### config.mk
export PLATFORM = sky130hd
export DESIGN_NAME = dest_addr_filter
export DESIGN_NICKNAME = d
export VERILOG_FILES = /design/src/rtl/daf_pkg.sv /design/src/rtl/daf_crc.sv /design/src/rtl/daf_track.sv /design/src/rtl/dest_addr_filter.sv
export SDC_FILE = /design/constraint.sdc
export NUM_CORES = 1
export LEC_CHECK = 0
export BUFFER_PORTS_ARGS = -buffer_cell sky130_fd_sc_hd__buf_2
export CAP_MARGIN = 20
export CORE_MARGIN = 2
export CORE_UTILIZATION = 48
export DETAILED_ROUTE_END_ITERATION = 8
export PLACE_DENSITY = 0.78
export REMOVE_ABC_BUFFERS = 1
export SETUP_SLACK_MARGIN = 0.05
export SYNTH_ARGS = -nofsm -noshare
export SYNTH_HDL_FRONTEND = slang
export SYNTH_HIERARCHICAL = 1
export SYNTH_SLANG_ARGS = --single-unit
### constraint.sdc
create_clock -name clk_i -period 3.15 [get_ports clk_i]
set_input_delay 0.63 -clock clk_i [delete_from_list [all_inputs] [get_ports clk_i]]
set_output_delay 0.63 -clock clk_i [all_outputs]
set_load 0.02 [all_outputs]
### src/rtl/daf_pkg.sv
package daf_pkg;
  localparam int unsigned CRC_W = 32;
  localparam logic [CRC_W-1:0] CRC_POLY = 32'h04C1_1DB7;
  localparam logic [CRC_W-1:0] CRC_INIT = '1;

  // one byte, LSB first, into an MSB-shifting register
  function automatic logic [CRC_W-1:0] crc_byte(input logic [CRC_W-1:0] c, input logic [7:0] d);
    logic [CRC_W-1:0] r;
    r = c;
    for (int i = 0; i < 8; i++) begin
      if (r[CRC_W-1] ^ d[i]) r = (r << 1) ^ CRC_POLY;
      else                   r = r << 1;
    end
    return r;
  endfunction
endpackage

### src/rtl/daf_crc.sv
module daf_crc
  import daf_pkg::*;
#(
  parameter int unsigned HASH_W = 6
) (
  input  logic              clk_i,
  input  logic              rst_ni,
  input  logic              restart_i,
  input  logic              step_i,
  input  logic [7:0]        data_i,
  output logic [HASH_W-1:0] idx_o
);
  logic [CRC_W-1:0] crc_q, base, nxt;

  assign base  = restart_i ? CRC_INIT : crc_q;
  assign nxt   = crc_byte(base, data_i);
  assign idx_o = nxt[CRC_W-1 -: HASH_W];

  always_ff @(posedge clk_i or negedge rst_ni) begin
    if (!rst_ni)        crc_q <= CRC_INIT;
    else if (step_i)    crc_q <= nxt;
    else if (restart_i) crc_q <= CRC_INIT;
  end
endmodule

### src/rtl/daf_track.sv
module daf_track #(
  parameter int unsigned NBYTES = 6
) (
  input  logic                clk_i,
  input  logic                rst_ni,
  input  logic                sof_i,
  input  logic                valid_i,
  input  logic [7:0]          byte_i,
  input  logic [8*NBYTES-1:0] node_addr_i,
  output logic                take_o,
  output logic                last_o,
  output logic                uni_ok_o,
  output logic                ones_o,
  output logic                group_o
);
  localparam int unsigned CNT_W = $clog2(NBYTES + 1);
  localparam logic [CNT_W-1:0] IDLE_C = CNT_W'(NBYTES);
  localparam logic [CNT_W-1:0] LAST_C = CNT_W'(NBYTES - 1);

  logic [CNT_W-1:0]  cnt_q, eff_cnt;
  logic              ok_q, ones_q, group_q;
  logic              base_ok, base_ones;
  logic [NBYTES-1:0] lane_eq;
  logic              sel_eq;

  for (genvar k = 0; k < NBYTES; k++) begin : g_lane
    assign lane_eq[k] = (byte_i == node_addr_i[8*k +: 8]);
  end

  assign eff_cnt   = sof_i ? '0 : cnt_q;
  assign base_ok   = sof_i | ok_q;
  assign base_ones = sof_i | ones_q;
  assign take_o    = valid_i && (eff_cnt < IDLE_C);
  assign last_o    = take_o && (eff_cnt == LAST_C);

  always_comb begin
    sel_eq = 1'b0;
    for (int k = 0; k < NBYTES; k++)
      if (eff_cnt == CNT_W'(k)) sel_eq = lane_eq[k];
  end

  assign uni_ok_o = base_ok & sel_eq;
  assign ones_o   = base_ones & (&byte_i);
  assign group_o  = (eff_cnt == '0) ? byte_i[0] : group_q;

  always_ff @(posedge clk_i or negedge rst_ni) begin
    if (!rst_ni) begin
      cnt_q   <= IDLE_C;
      ok_q    <= 1'b0;
      ones_q  <= 1'b0;
      group_q <= 1'b0;
    end else if (take_o) begin
      cnt_q   <= eff_cnt + 1'b1;
      ok_q    <= uni_ok_o;
      ones_q  <= ones_o;
      group_q <= group_o;
    end else if (sof_i) begin
      cnt_q   <= '0;
      ok_q    <= 1'b1;
      ones_q  <= 1'b1;
      group_q <= 1'b0;
    end
  end

  // a start pulse leaves at most one byte counted
  a_r9_sof_restart: assert property (@(posedge clk_i) disable iff (!rst_ni)
    sof_i |=> (cnt_q <= CNT_W'(1)));
  // once idle, only a start pulse lets bytes in
  a_r10_idle_holds: assert property (@(posedge clk_i) disable iff (!rst_ni)
    (cnt_q == IDLE_C && !sof_i) |=> (cnt_q == IDLE_C));
endmodule

### src/rtl/dest_addr_filter.sv
module dest_addr_filter #(
  parameter int unsigned ADDR_BYTES  = 6,
  parameter int unsigned FILTER_BITS = 64
) (
  input  logic                    clk_i,
  input  logic                    rst_ni,
  input  logic                    sof_i,
  input  logic                    byte_valid_i,
  input  logic [7:0]              byte_i,
  input  logic [8*ADDR_BYTES-1:0] node_addr_i,
  input  logic [FILTER_BITS-1:0]  hash_filter_i,
  input  logic                    promisc_i,
  input  logic                    bcast_dis_i,
  output logic                    decision_o,
  output logic                    accept_o,
  output logic                    phys_match_o,
  output logic                    lgc_match_o,
  output logic                    bcast_match_o
);
  localparam int unsigned HASH_W = $clog2(FILTER_BITS);

  logic              take, last, uni_ok, ones, group;
  logic [HASH_W-1:0] idx;
  logic              phys_d, lgc_d, bc_d, acc_d;

  daf_track #(.NBYTES(ADDR_BYTES)) u_track (
    .clk_i, .rst_ni, .sof_i,
    .valid_i (byte_valid_i),
    .byte_i,
    .node_addr_i,
    .take_o  (take),
    .last_o  (last),
    .uni_ok_o(uni_ok),
    .ones_o  (ones),
    .group_o (group)
  );

  daf_crc #(.HASH_W(HASH_W)) u_crc (
    .clk_i, .rst_ni,
    .restart_i(sof_i),
    .step_i   (take),
    .data_i   (byte_i),
    .idx_o    (idx)
  );

  assign phys_d = !group && uni_ok;
  assign bc_d   = ones && !bcast_dis_i;
  assign lgc_d  = group && !ones && hash_filter_i[idx];
  assign acc_d  = promisc_i || phys_d || lgc_d || bc_d;

  always_ff @(posedge clk_i or negedge rst_ni) begin
    if (!rst_ni) begin
      decision_o    <= 1'b0;
      accept_o      <= 1'b0;
      phys_match_o  <= 1'b0;
      lgc_match_o   <= 1'b0;
      bcast_match_o <= 1'b0;
    end else begin
      decision_o    <= last;
      accept_o      <= last && acc_d;
      phys_match_o  <= last && phys_d;
      lgc_match_o   <= last && lgc_d;
      bcast_match_o <= last && bc_d;
    end
  end

  a_r2_after_last: assert property (@(posedge clk_i) disable iff (!rst_ni)
    last |=> decision_o);
  a_r2_single_pulse: assert property (@(posedge clk_i) disable iff (!rst_ni)
    decision_o |=> !decision_o);
  a_r11_onehot_flags: assert property (@(posedge clk_i) disable iff (!rst_ni)
    $onehot0({phys_match_o, lgc_match_o, bcast_match_o}));
  a_r11_quiet: assert property (@(posedge clk_i) disable iff (!rst_ni)
    !decision_o |-> !(accept_o || phys_match_o || lgc_match_o || bcast_match_o));
  a_r8_promisc: assert property (@(posedge clk_i) disable iff (!rst_ni)
    (last && promisc_i) |=> accept_o);
  a_r6_zero_filter: assert property (@(posedge clk_i) disable iff (!rst_ni)
    (last && hash_filter_i == '0) |=> !lgc_match_o);
  a_r3_phys_flag_accepts: assert property (@(posedge clk_i) disable iff (!rst_ni)
    phys_match_o |-> accept_o);
endmodule

==> results by group, run 1 <==
Power and ir drop
  • Clock group share of total power: a little over a tenth
  • Switch share: around 39%
  • Internal power: ~3000 uW
  • Static leakage: between 0.002 and 0.0025 uW
  • VDD IR max: 386 uV
  • Sequential power share: 21.5%
  • Power Dens Cells: between 800 and 900 nW/um^2
  • P_sw: just under 2000 uW
  • Combinational share of power: between 60% and 70%

Timing
  • Worst Skew: between 6 and 7 ps
  • Fin crit period: approximately 3100 ps
  • Worst slew pin tran: between 900 and 1000 ps
  • Max Slew Vio Count: 0
  • Period utilisation layout: between 90% and 100%
  • Final worst-path setup slack: 5.18 ps
  • # setup viols final: 0
  • RSZ-0062 raised after global routing: yes
  • Rel. slew slack: a little over a third
  • Final hold violation count: 0
  • FMAX: 318 MHz

Detailed routing
  • Wire length per cell: about 18 um
  • Post-route ant nets: 0
  • DRC: 0
  • Metal-1 WL: 5.05 mm
  • Detailed Route Iter0 Violations: between 200 and 250
  • Vias per Instance: roughly 5.7
  • Total wire length: roughly 13 mm
  • Top Layer Used: met4
  • Drt first pass iters: 5
  • Via Count: slightly above 4000
  • Met2 WL: 6.67 mm
  • WL met3: ~950 um

Placed design
  • DP Area: ~5200 um^2
  • Placed cells: 705
  • Port bufs: 130
  • Pre-CTS WS: -454 ps
  • Detailed placer's ending HPWL: 9.62 mm
  • Final RePlAce weighted congestion: between 0.9 and 1

Floorplanning
  • Width of the die: about 99 um
  • Initial Utilization: 49.5%
  • Ports: roughly 130
  • Core region area: approximately 8700 um^2
  • DIE AREA: 9770 um^2
  • Core Rows: 34
  • Die height: approximately 100 um

Clock tree
  • CTS sink count: 43
  • CTS Hold Bufs: 0
  • Worst-Skew Late Latency: ~300 ps
  • CTS tree: done
  • CTS root buf: clkbuf_8
  • CTS Buffer Depth: 2
  • Inserted Clock Buffers: 5
  • Htree depth: 2
  • Clk slew on worst S/H paths: 90 ps

GRT
  • Initial antenna violation count: 0
  • First-pass GRT wire length: between 20 and 25 mm
  • Largest net degree at the start of global routing: 44
  • Overflow after GRT: 0
  • Vias in the first global route: 4220
  • GRT Util Overall: approximately a quarter

Logic synthesis
  • Mean area per synthesized cell: ~9.4 um^2
  • Synth top area share: 20.7%
  • Largest area contributor in the netlist: dfstp_2
  • Cells after Synth: between 400 and 500
  • Ys async rst share: between 90% and 100%
  • Yosys warnings: 6
  • Register area share after synthesis: roughly 26%
  • Post-synth EDFFs: 0
  • #FFs+latches synth: 43
  • Post-synthesis cell area: 4320 um^2
  • Yosys cell types: 63
  • Synth area leaders: dfstp_2 21%, xnor2_1 14%, xor2_1 8.5%
  • Top FF cell, synth: dfstp_2

Outcome
  • Status: finished clean

Setup path
  • Crit Path Max Fanout: 8
  • CP Launch Type: input pin
  • Crit path arrival time: around 3300 ps
  • FF-to-FF path depth: 11
  • Worst path required time: approximately 3300 ps
  • CP endpoint kind: flop
  • Crit path kind: in2reg

Job
  • Max Cap Viol: 0

Min path
  • HP Class: in2async

Final layout
  • Commonest cells after routing, fill and taps aside: 129 x buf_2, 67 x xnor2_1, 49 x nor2_1
  • Register area: around 1100 um^2
  • Ant diodes: 0
  • Fillers: approximately 680
  • Commonest non-fill, non-tap cell in the layout: buf_2
  • Share of post-route cells with drive strength above 1: between 40% and 50%
  • Synth-to-layout area growth: 27.2%
  • Area taken by multi-input logic gates: between 3000 and 4000 um^2
  • Design area: 5490 um^2
  • Non-filler instance count after layout: around 700
  • Final #Nets: between 700 and 800
## cell usage after synthesis (all sizes together), types with 6 or more instances
library cell	instances
xnor2	74
a31oi	6
o21ai	19
a21oi	26
nand4	9
nand2	18
mux2i	8
dfrtp	9
nor4	6
mux4	16
dfstp	34
nor2	50
xor2	42
clkbuf	14
buf	17
nor3	16
inv	17
## routing by layer
layer | vias up | GRT usage, %
li1 | 1916 | -
met1 | 1948 | 31.2
met2 | 200 | 46.6
met3 | 25 | 3.69
met4 | 0 | 8.11
met5 | - | 0
## area by class of cell
type	count	area share, %
timing repair buffer	174	18.6
sequential	43	20.4
inverter	18	1.23
multi-input combinational	368	55.0
tap	108	2.46
clock buffer	6	1.32
clock inverter	2	1.09
## worst paths after layout
| check | end | slack [ps] | from |
|---|---|---|---|
| setup / recovery | accept_o | 5 | byte_i[4] |
| hold / removal | accept_o | 490 | rst_ni |
| setup reg to reg | accept_o | 40 | u_crc/crc_q[30] |
| hold reg to reg | u_track/ones_q | 520 | u_track/ones_q |
| max in group asynchronous | u_track/group_q | 2070 | rst_ni |
| min in group clk_i | bcast_match_o | 490 | bcast_dis_i |
## power by group through the flow
stage / logic [uW] / registers [uW] / clock network, uW
detailed placement: 3080 / 1070 / 0
CTS: 3230 / 1050 / 521
floorplan: 2200 / 1010 / 0
finish: 3350 / 1060 / 513
global placement: 2980 / 1050 / 0
global route: 3580 / 1080 / 547
## metrics by stage
stage	setup TNS [ps]	total power (uW)	hold WS [ps]	util (%)
2_1_floorplan	-1490	3210	334	-
5_1_grt	-144	5210	493	63.0
3_5_place_dp	-839	4150	501	60.2
6_report	0	4920	487	63.0
4_1_cts	0	4800	490	62.7
3_3_place_gp	-689	4030	484	60.2
## registers in the layout, summed over array words and instances (netlist names)
signal           count
u_track/ok_q         1
phys_match_o         1
decision_o           1
lgc_match_o          1
bcast_match_o        1
u_track/group_q      1
accept_o             1
u_crc/crc_q         32
u_track/ones_q       1
u_track/cnt_q        3
## logic make-up after synthesis
family,Yosys count,synth area share [%]
flops,43,25.9
fa+ha+maj,5,1.45
mux,25,11.3
simple gates,131,15.5
compound gates,85,12.6
xor+xnor,122,27.5
buf+inv,49,5.65
## what timing repair did
action                     in CTS  in global routing
setup endpoints to repair       2                  2
hold endpoints to repair        0                  0
pin swaps                      10                  4
resized for setup               9                  6
setup buffers                   5                  1
gates cloned                    0                  0
## critical path, cell delays in order
cell     delay [ps]
buf_2           130
or3_4           400
a211o_1         300
and4_4          200
or2_4           270
xnor2_4         170
buf_8           160
mux4_2          500
mux2i_2         200
a22oi_2          90
a32oi_1         180
o21ai_1          90
No activity file was read; power rests on OpenSTA's default activity.
==> run 2: changes to the inputs <==
--- a/config.mk
+++ b/config.mk
@@ -8,9 +8,8 @@
 export BUFFER_PORTS_ARGS = -buffer_cell sky130_fd_sc_hd__buf_2
 export CAP_MARGIN = 20
 export CORE_MARGIN = 2
-export CORE_UTILIZATION = 48
+export CORE_UTILIZATION = 30
 export DETAILED_ROUTE_END_ITERATION = 8
-export PLACE_DENSITY = 0.78
 export REMOVE_ABC_BUFFERS = 1
 export SETUP_SLACK_MARGIN = 0.05
 export SYNTH_ARGS = -nofsm -noshare
==> results by group, run 2 (synthesis results as in run 1) <==
Setup path
  • FF-to-FF End: accept_o
  • Buf/Inv on CP: 3 (+1)
  • Crit path kind: in2reg
  • Critical path's slowest cell: mux4_1
  • R2R Setup Slk: 80 ps (+40 ps)
  • FF-to-FF path depth: 11 (unchanged)
  • CP endpoint kind: flop
  • Crit-path cells: buf_4, buf_4, nor2_2, xnor3_2, xor2_2, xnor2_2, buf_12, mux4_1, mux2i_1, a221oi_1, a32oi_1, o21ai_1
  • CP Launch Type: input pin
  • Critical R2R Launch: u_crc/crc_q[25]
  • Crit Path Max Fanout: 10 (+2)
  • Crit-path max cell delay: 560 ps (+60 ps)
  • Worst path required time: 3320 ps (-20 ps)
  • Crit path max-delay family: XOR/XNOR gates
  • Most numerous cell on the critical path: buf_4
  • Levels on crit path: 12 (unchanged)
  • Crit path arrival time: 3270 ps (-60 ps)

Placed design
  • Placed cells: 779 (+10%)
  • Detailed placer's ending HPWL: 10.2 mm (+6.4%)
  • Port bufs: 130 (unchanged)
  • Final RePlAce weighted congestion: 0.895 (-3.4%)
  • Pre-CTS WS: -512 ps (-57.7 ps)

GRT
  • Overflow after GRT: 0 (unchanged)
  • Largest net degree at the start of global routing: 38 (-14%)
  • GRT Util Overall: 16.4% (-9.3 points)
  • First-pass GRT wire length: 19.6 mm (-3.1%)
  • Vias in the first global route: 3951 (-6.4%)
  • Initial antenna violation count: 0 (unchanged)

Detailed routing
  • Drt first pass iters: 4 (-1)
  • Total wire length: 12.9 mm (-0.75%)
  • DRC: 0 (unchanged)
  • Wire length per cell: 16.3 um (-9.9%)
  • Post-route ant nets: 0 (unchanged)
  • Via Count: 3918 (-4.2%)
  • Detailed Route Iter0 Violations: 227 (-3.4%)
  • Vias per Instance: 4.95 (-13%)

Timing
  • FMAX: 323 MHz (+1.4%)
  • Worst slew pin tran: 721 ps (-242 ps)
  • Period utilisation layout: 98.4% (-1.4 points)
  • Fin crit period: 3100 ps (-44.7 ps)
  • Worst Skew: 3.92 ps (-2.62 ps)
  • RSZ-0062 raised after global routing: yes
  • Max Slew Vio Count: 0 (unchanged)
  • Total Neg Setup Slack: 0 ps (unchanged)
  • # setup viols final: 0 (unchanged)
  • Final worst-path setup slack: 49.8 ps (+44.7 ps)
  • Rel. slew slack: 51.9% (+16 points)
  • Final hold violation count: 0 (unchanged)

Final layout
  • Biggest regs: u_crc/crc_q x32, u_track/cnt_q x3
  • Final Util: 40.3% (-23 points)
  • Max reg flops: 32 (unchanged)
  • Commonest non-fill, non-tap cell in the layout: buf_2
  • Synth-to-layout area growth: 30.4%
  • Commonest cells after routing, fill and taps aside: 129 x buf_2, 66 x xnor2_1, 48 x nor2_1
  • Reg with most FFs: u_crc/crc_q
  • Ant diodes: 0 (unchanged)
  • Final #Nets: 742 (+0.13%)
  • Non-filler instance count after layout: 792 (+10%)
  • Share of post-route cells with drive strength above 1: 41.0% (+0.42 points)

Power and ir drop
  • Power Dens Cells: 887 nW/um^2 (-1.1%)
  • VDD IR max: 535 uV (+39%)
  • Clock group share of total power: 12.2% (+1.8 points)
  • Internal power: 3110 uW (+4.2%)
  • Combinational share of power: 66.7% (-1.3 points)
  • P_sw: 1880 uW (-2.9%)
  • Switch share: 37.7% (-1.7 points)
  • Static leakage: 0.00248 uW (+1.0%)
  • Sequential power share: 21.1% (-0.4 points)

Clock tree
  • Htree depth: 2 (unchanged)
  • CTS sink count: 43 (unchanged)
  • Inserted Clock Buffers: 5 (unchanged)
  • Clk slew on worst S/H paths: 60 ps (-30 ps)
  • CTS root buf: clkbuf_16
  • Worst-Skew Late Latency: 280 ps (-20 ps)
  • CTS Buffer Depth: 2 (unchanged)
  • CTS tree: done

Floorplanning
  • Width of the die: 124 um (+25%)
  • Die height: 124 um (+25%)
  • DIE AREA: 15400 um^2 (+57%)
  • Ports: 131 (unchanged)
  • Core Rows: 43 (+26%)
  • Core region area: 14000 um^2 (+60%)
  • Initial Utilization: 30.9% (-19 points)

Min path
  • HP Class: in2async

Outcome
  • Status: finished clean

Job
  • Max Cap Viol: 0 (unchanged)
[run 2: cell count changes in the layout (fill, tap and decap cells not counted), moves of 2 or more]
cell / before / now
buf_12: 2 / 4
mux4_2: 6 / 8
clkbuf_8: 5 / 1
mux4_1: 10 / 8
clkbuf_16: 0 / 5
[run 2: power groups by stage]
| stage | sequential, uW | combinational [uW] | clock, uW |
|---|---|---|---|
| after global routing | 1080 | 3600 | 647 |
| after detailed placement | 1060 | 3130 | 0 |
| after global placement | 1050 | 3060 | 0 |
| after CTS | 1050 | 3300 | 623 |
| final | 1060 | 3330 | 608 |
| after floorplan | 1010 | 2200 | 0 |
[run 2: final cells by class]
class | instances | area [um^2]
clock inverter | 2 | 35.0
inverter | 18 | 67.6
sequential | 43 | 1120
tap | 180 | 225
fill | 1371 | 8360
clock buffer | 6 | 139
timing repair buffer | 175 | 1040
multi-input combinational | 368 | 3000
[run 2: worst max-delay path by stage]
stage                               start  endpoint  slack [ps]
after floorplan                     sof_i  accept_o        -780
after global placement              sof_i  accept_o        -430
after detailed placement            sof_i  accept_o        -510
after CTS                           sof_i  accept_o          30
after global routing      u_crc/crc_q[25]  accept_o        -110
final                               sof_i  accept_o          50
[run 2: through the flow]
| stage | power, uW | area [um^2] | hold slack [ps] |
|---|---|---|---|
| 6_report | 4990 | 5630 | 407 |
| 5_1_grt | 5330 | 5630 | 469 |
| 4_1_cts | 4980 | 5620 | 431 |
| 3_5_place_dp | 4200 | 5360 | 499 |
| 3_3_place_gp | 4110 | 5360 | 488 |
| 2_1_floorplan | 3210 | 4140 | 334 |
[run 2: per-layer routing]
metal / routed length, um / share of wire (%) / global-route usage, %
met1: 5570 / 43 / 20.3
met4: 187 / 1.4 / 4.49
met5: 0 / 0 / 0
met2: 6440 / 50 / 29.3
met3: 709 / 5.5 / 2.70
[run 2: repair_timing]
item | CTS | global route
resized for setup | 11 | 2
setup buffers | 3 | 2
pin swaps | 9 | 0
hold buffers | 0 | 0
endpoints found under the setup margin | 2 | 2
==> run 3: changes to the inputs <==
--- a/config.mk
+++ b/config.mk
@@ -5,11 +5,13 @@
 export SDC_FILE = /design/constraint.sdc
 export NUM_CORES = 1
 export LEC_CHECK = 0
+export ABC_AREA = 1
 export BUFFER_PORTS_ARGS = -buffer_cell sky130_fd_sc_hd__buf_2
 export CAP_MARGIN = 20
 export CORE_MARGIN = 2
-export CORE_UTILIZATION = 30
+export CORE_UTILIZATION = 45
 export DETAILED_ROUTE_END_ITERATION = 8
+export PLACE_DENSITY = 0.73
 export REMOVE_ABC_BUFFERS = 1
 export SETUP_SLACK_MARGIN = 0.05
 export SYNTH_ARGS = -nofsm -noshare
==> results by group, run 3 <==
Detailed routing
  • DRC: 0 (unchanged)
  • Post-route ant nets: 0 (unchanged)
  • Drt first pass iters: 5 (+1)
  • Wire length per cell: 12.8 um (-22%)
  • Total wire length: 13.1 mm (+1.7%)
  • Detailed Route Iter0 Violations: 607 (+170%)
  • Vias per Instance: 4.87 (-1.6%)
  • Via Count: 4995 (+27%)

Timing
  • Worst slew pin tran: 637 ps (-83.7 ps)
  • Rel. slew slack: 57.5% (+5.6 points)
  • Period utilisation layout: 87.2% (-11 points)
  • Fin crit period: 2750 ps (-354 ps)
  • Worst Skew: 3.21 ps (-0.713 ps)
  • # setup viols final: 0 (unchanged)
  • Max Slew Vio Count: 0 (unchanged)
  • WHS: 343 ps (-64.0 ps)
  • Final hold violation count: 0 (unchanged)
  • FMAX: 364 MHz (+13%)
  • RSZ-0062 raised after global routing: no

Clock tree
  • Clk slew on worst S/H paths: 90 ps (+30 ps)
  • Worst-Skew Late Latency: 310 ps (+30 ps)
  • CTS tree: done
  • CTS sink count: 43 (unchanged)
  • Inserted Clock Buffers: 5 (unchanged)
  • Post-CTS setup buffers: 0 (-3)
  • CTS root buf: clkbuf_8
  • CTS Buffer Depth: 2 (unchanged)
  • Htree depth: 2 (unchanged)

GRT
  • GRT Util Overall: 23.5% (+7.1 points)
  • Met2 Usage GRT: 39.1% (+9.8 points)
  • First-pass GRT wire length: 21.5 mm (+10%)
  • Vias in the first global route: 4536 (+15%)
  • Largest net degree at the start of global routing: 48 (+26%)
  • Overflow after GRT: 0 (unchanged)
  • GR peak layer: met2
  • Met3 GRT Util: 2.82% (+0.12 points)
  • Met1 GRT Util: 32.8% (+13 points)
  • Initial antenna violation count: 0 (unchanged)

Setup path
  • Most numerous cell on the critical path: nand2_1
  • Crit Path Max Fanout: 16 (+6)
  • Crit-path max cell delay: 230 ps (-330 ps)
  • CP Launch Type: input pin
  • Worst path required time: 3350 ps (+30 ps)
  • Crit-path cells: buf_2, inv_2, nand2_1, nand2_1, nand2_1, buf_4, nand2_1, nand2_1, xor2_2, nand2_1, nand2_2, inv_2, nand3_1, nand3_1, nand2_1, nand2_1, nand3_1, nand3_1, nand2_1, nand2_1, nand2_1
  • Crit path kind: in2reg
  • CP endpoint kind: flop
  • Crit path arrival time: 2950 ps (-320 ps)
  • Critical path's slowest cell: inv_2

Placed design
  • Placed cells: 1018 (+31%)
  • DP Area: 5570 um^2 (+3.9%)
  • Final RePlAce weighted congestion: 0.914 (+2.2%)
  • Detailed placer's ending HPWL: 10.3 mm (+0.94%)
  • Port bufs: 130 (unchanged)

Final layout
  • Final #Nets: 1020 (+37%)
  • Reg with most FFs: u_crc/crc_q
  • Final Util: 55.2% (+15 points)
  • Synth-to-layout area growth: 20.1%
  • Fillers: 1034 (-25%)
  • Share of post-route cells with drive strength above 1: 29.8% (-11 points)
  • Ant diodes: 0 (unchanged)
  • Biggest regs: u_crc/crc_q x32, u_track/cnt_q x3
  • Non-filler instance count after layout: 1026 (+30%)
  • Commonest cells after routing, fill and taps aside: 281 x nand2_1, 130 x buf_2, 81 x nand3_1
  • Design area: 5670 um^2 (+0.73%)
  • Commonest non-fill, non-tap cell in the layout: nand2_1
  • Max reg flops: 32 (unchanged)

Logic synthesis
  • Synth top cells by count: 281 x nand2_1, 81 x nand3_1, 66 x inv_1
  • Synth area leaders: nand2_1 22%, dfstp_2 19%, nand3_1 8.6%
  • Mean area per synthesized cell: 6.31 um^2 (-33%)
  • Register area share after synthesis: 23.7% (-2.2 points)
  • Synth top area share: 22.3% (+1.7 points)
  • #FFs+latches synth: 43 (unchanged)
  • Top FF cell, synth: dfstp_2
  • Ys async rst share: 100% (unchanged)
  • Post-synth EDFFs: 0 (unchanged)
  • Yosys warnings: 6 (unchanged)
  • Largest area contributor in the netlist: nand2_1
  • Cells after Synth: 748 (+63%)
  • Top-count cell post-synth: nand2_1
  • Yosys cell types: 44 (-30%)
  • Post-synthesis cell area: 4720 um^2 (+9.3%)

Power and ir drop
  • Power Dens Cells: 530 nW/um^2 (-40%)
  • VDD IR max: 210 uV (-61%)
  • Total Power: 3000 uW (-40%)
  • Static leakage: 0.00309 uW (+24%)

Floorplanning
  • DIE AREA: 11300 um^2 (-26%)
  • Ports: 131 (unchanged)
  • Die height: 106 um (-14%)
  • Width of the die: 106 um (-14%)
  • Initial Utilization: 45.9% (+15 points)
  • Core region area: 10300 um^2 (-27%)
  • Core Rows: 37 (-14%)

Outcome
  • Status: finished clean

Job
  • Max Cap Viol: 0 (unchanged)

Min path
  • HP Class: in2async
run 3: per-layer routing:
metal / part of all wire [%] / wire length (um)
met3: 7.8 / 1030
met4: 1.2 / 153
met2: 45 / 5860
met1: 46 / 6080
met5: 0 / 0
run 3: worst max-delay path: cells and delay by family:
kind,cells,cell delay (ps)
AND/OR/NAND/NOR,16,1380
buffers and inverters,4,720
XOR/XNOR,1,210
run 3: final timing paths:
path                       slack (ps)       startpoint         endpoint  cells past startpoint
setup reg to reg                  500  u_crc/crc_q[28]         accept_o                     19
hold reg to reg                   530  u_track/group_q  u_track/group_q                      2
hold / removal                    340           rst_ni      lgc_match_o                      1
min in group clk_i                530  u_track/group_q  u_track/group_q                      2
setup / recovery                  400            sof_i         accept_o                     21
max in group asynchronous        2090           rst_ni  u_crc/crc_q[30]                      2
run 3: logic make-up (layout without fill, tap and decap cells):
kind of cell,after synthesis,after routing,share of synthesized area [%]
simple gates,478,478,44.8
compound gates,58,58,6.73
xor+xnor,59,59,12.5
fa+ha+maj,5,5,1.32
buf+inv,105,247,10.9
flops,43,43,23.7
run 3: per-stage QoR:
stage | worst slack, ps | setup TNS (ps)
CTS | 316 | 0
global route | 138 | 0
detailed placement | -30.6 | -43.5
floorplan | 57.4 | 0
finish | 404 | 0
global placement | 12.4 | 0
run 3: repair_timing:
| action | in CTS | in global routing |
|---|---|---|
| setup endpoints to repair | 0 | 2 |
| hold buffers | 0 | 0 |
| gates resized for setup | 0 | 1 |
run 3: power breakdown:
group	switching, uW	total, uW	internal, uW	leakage (uW)
combinational	1130	1830	708	0.00257
clock	213	367	155	0.0000402
sequential	56.4	803	747	0.000476
total	1400	3000	1610	0.00309
run 3: layout make-up:
cell class | instances | area, um^2 | area share [%]
Clock inverter | 3 | 20.0 | 0.353
Inverter | 78 | 299 | 5.27
Sequential cell | 43 | 1120 | 19.7
Clock buffer | 5 | 68.8 | 1.21
Multi-Input combinational cell | 600 | 3100 | 54.7
Tap cell | 136 | 170 | 3.00
Timing Repair Buffer | 161 | 896 | 15.8
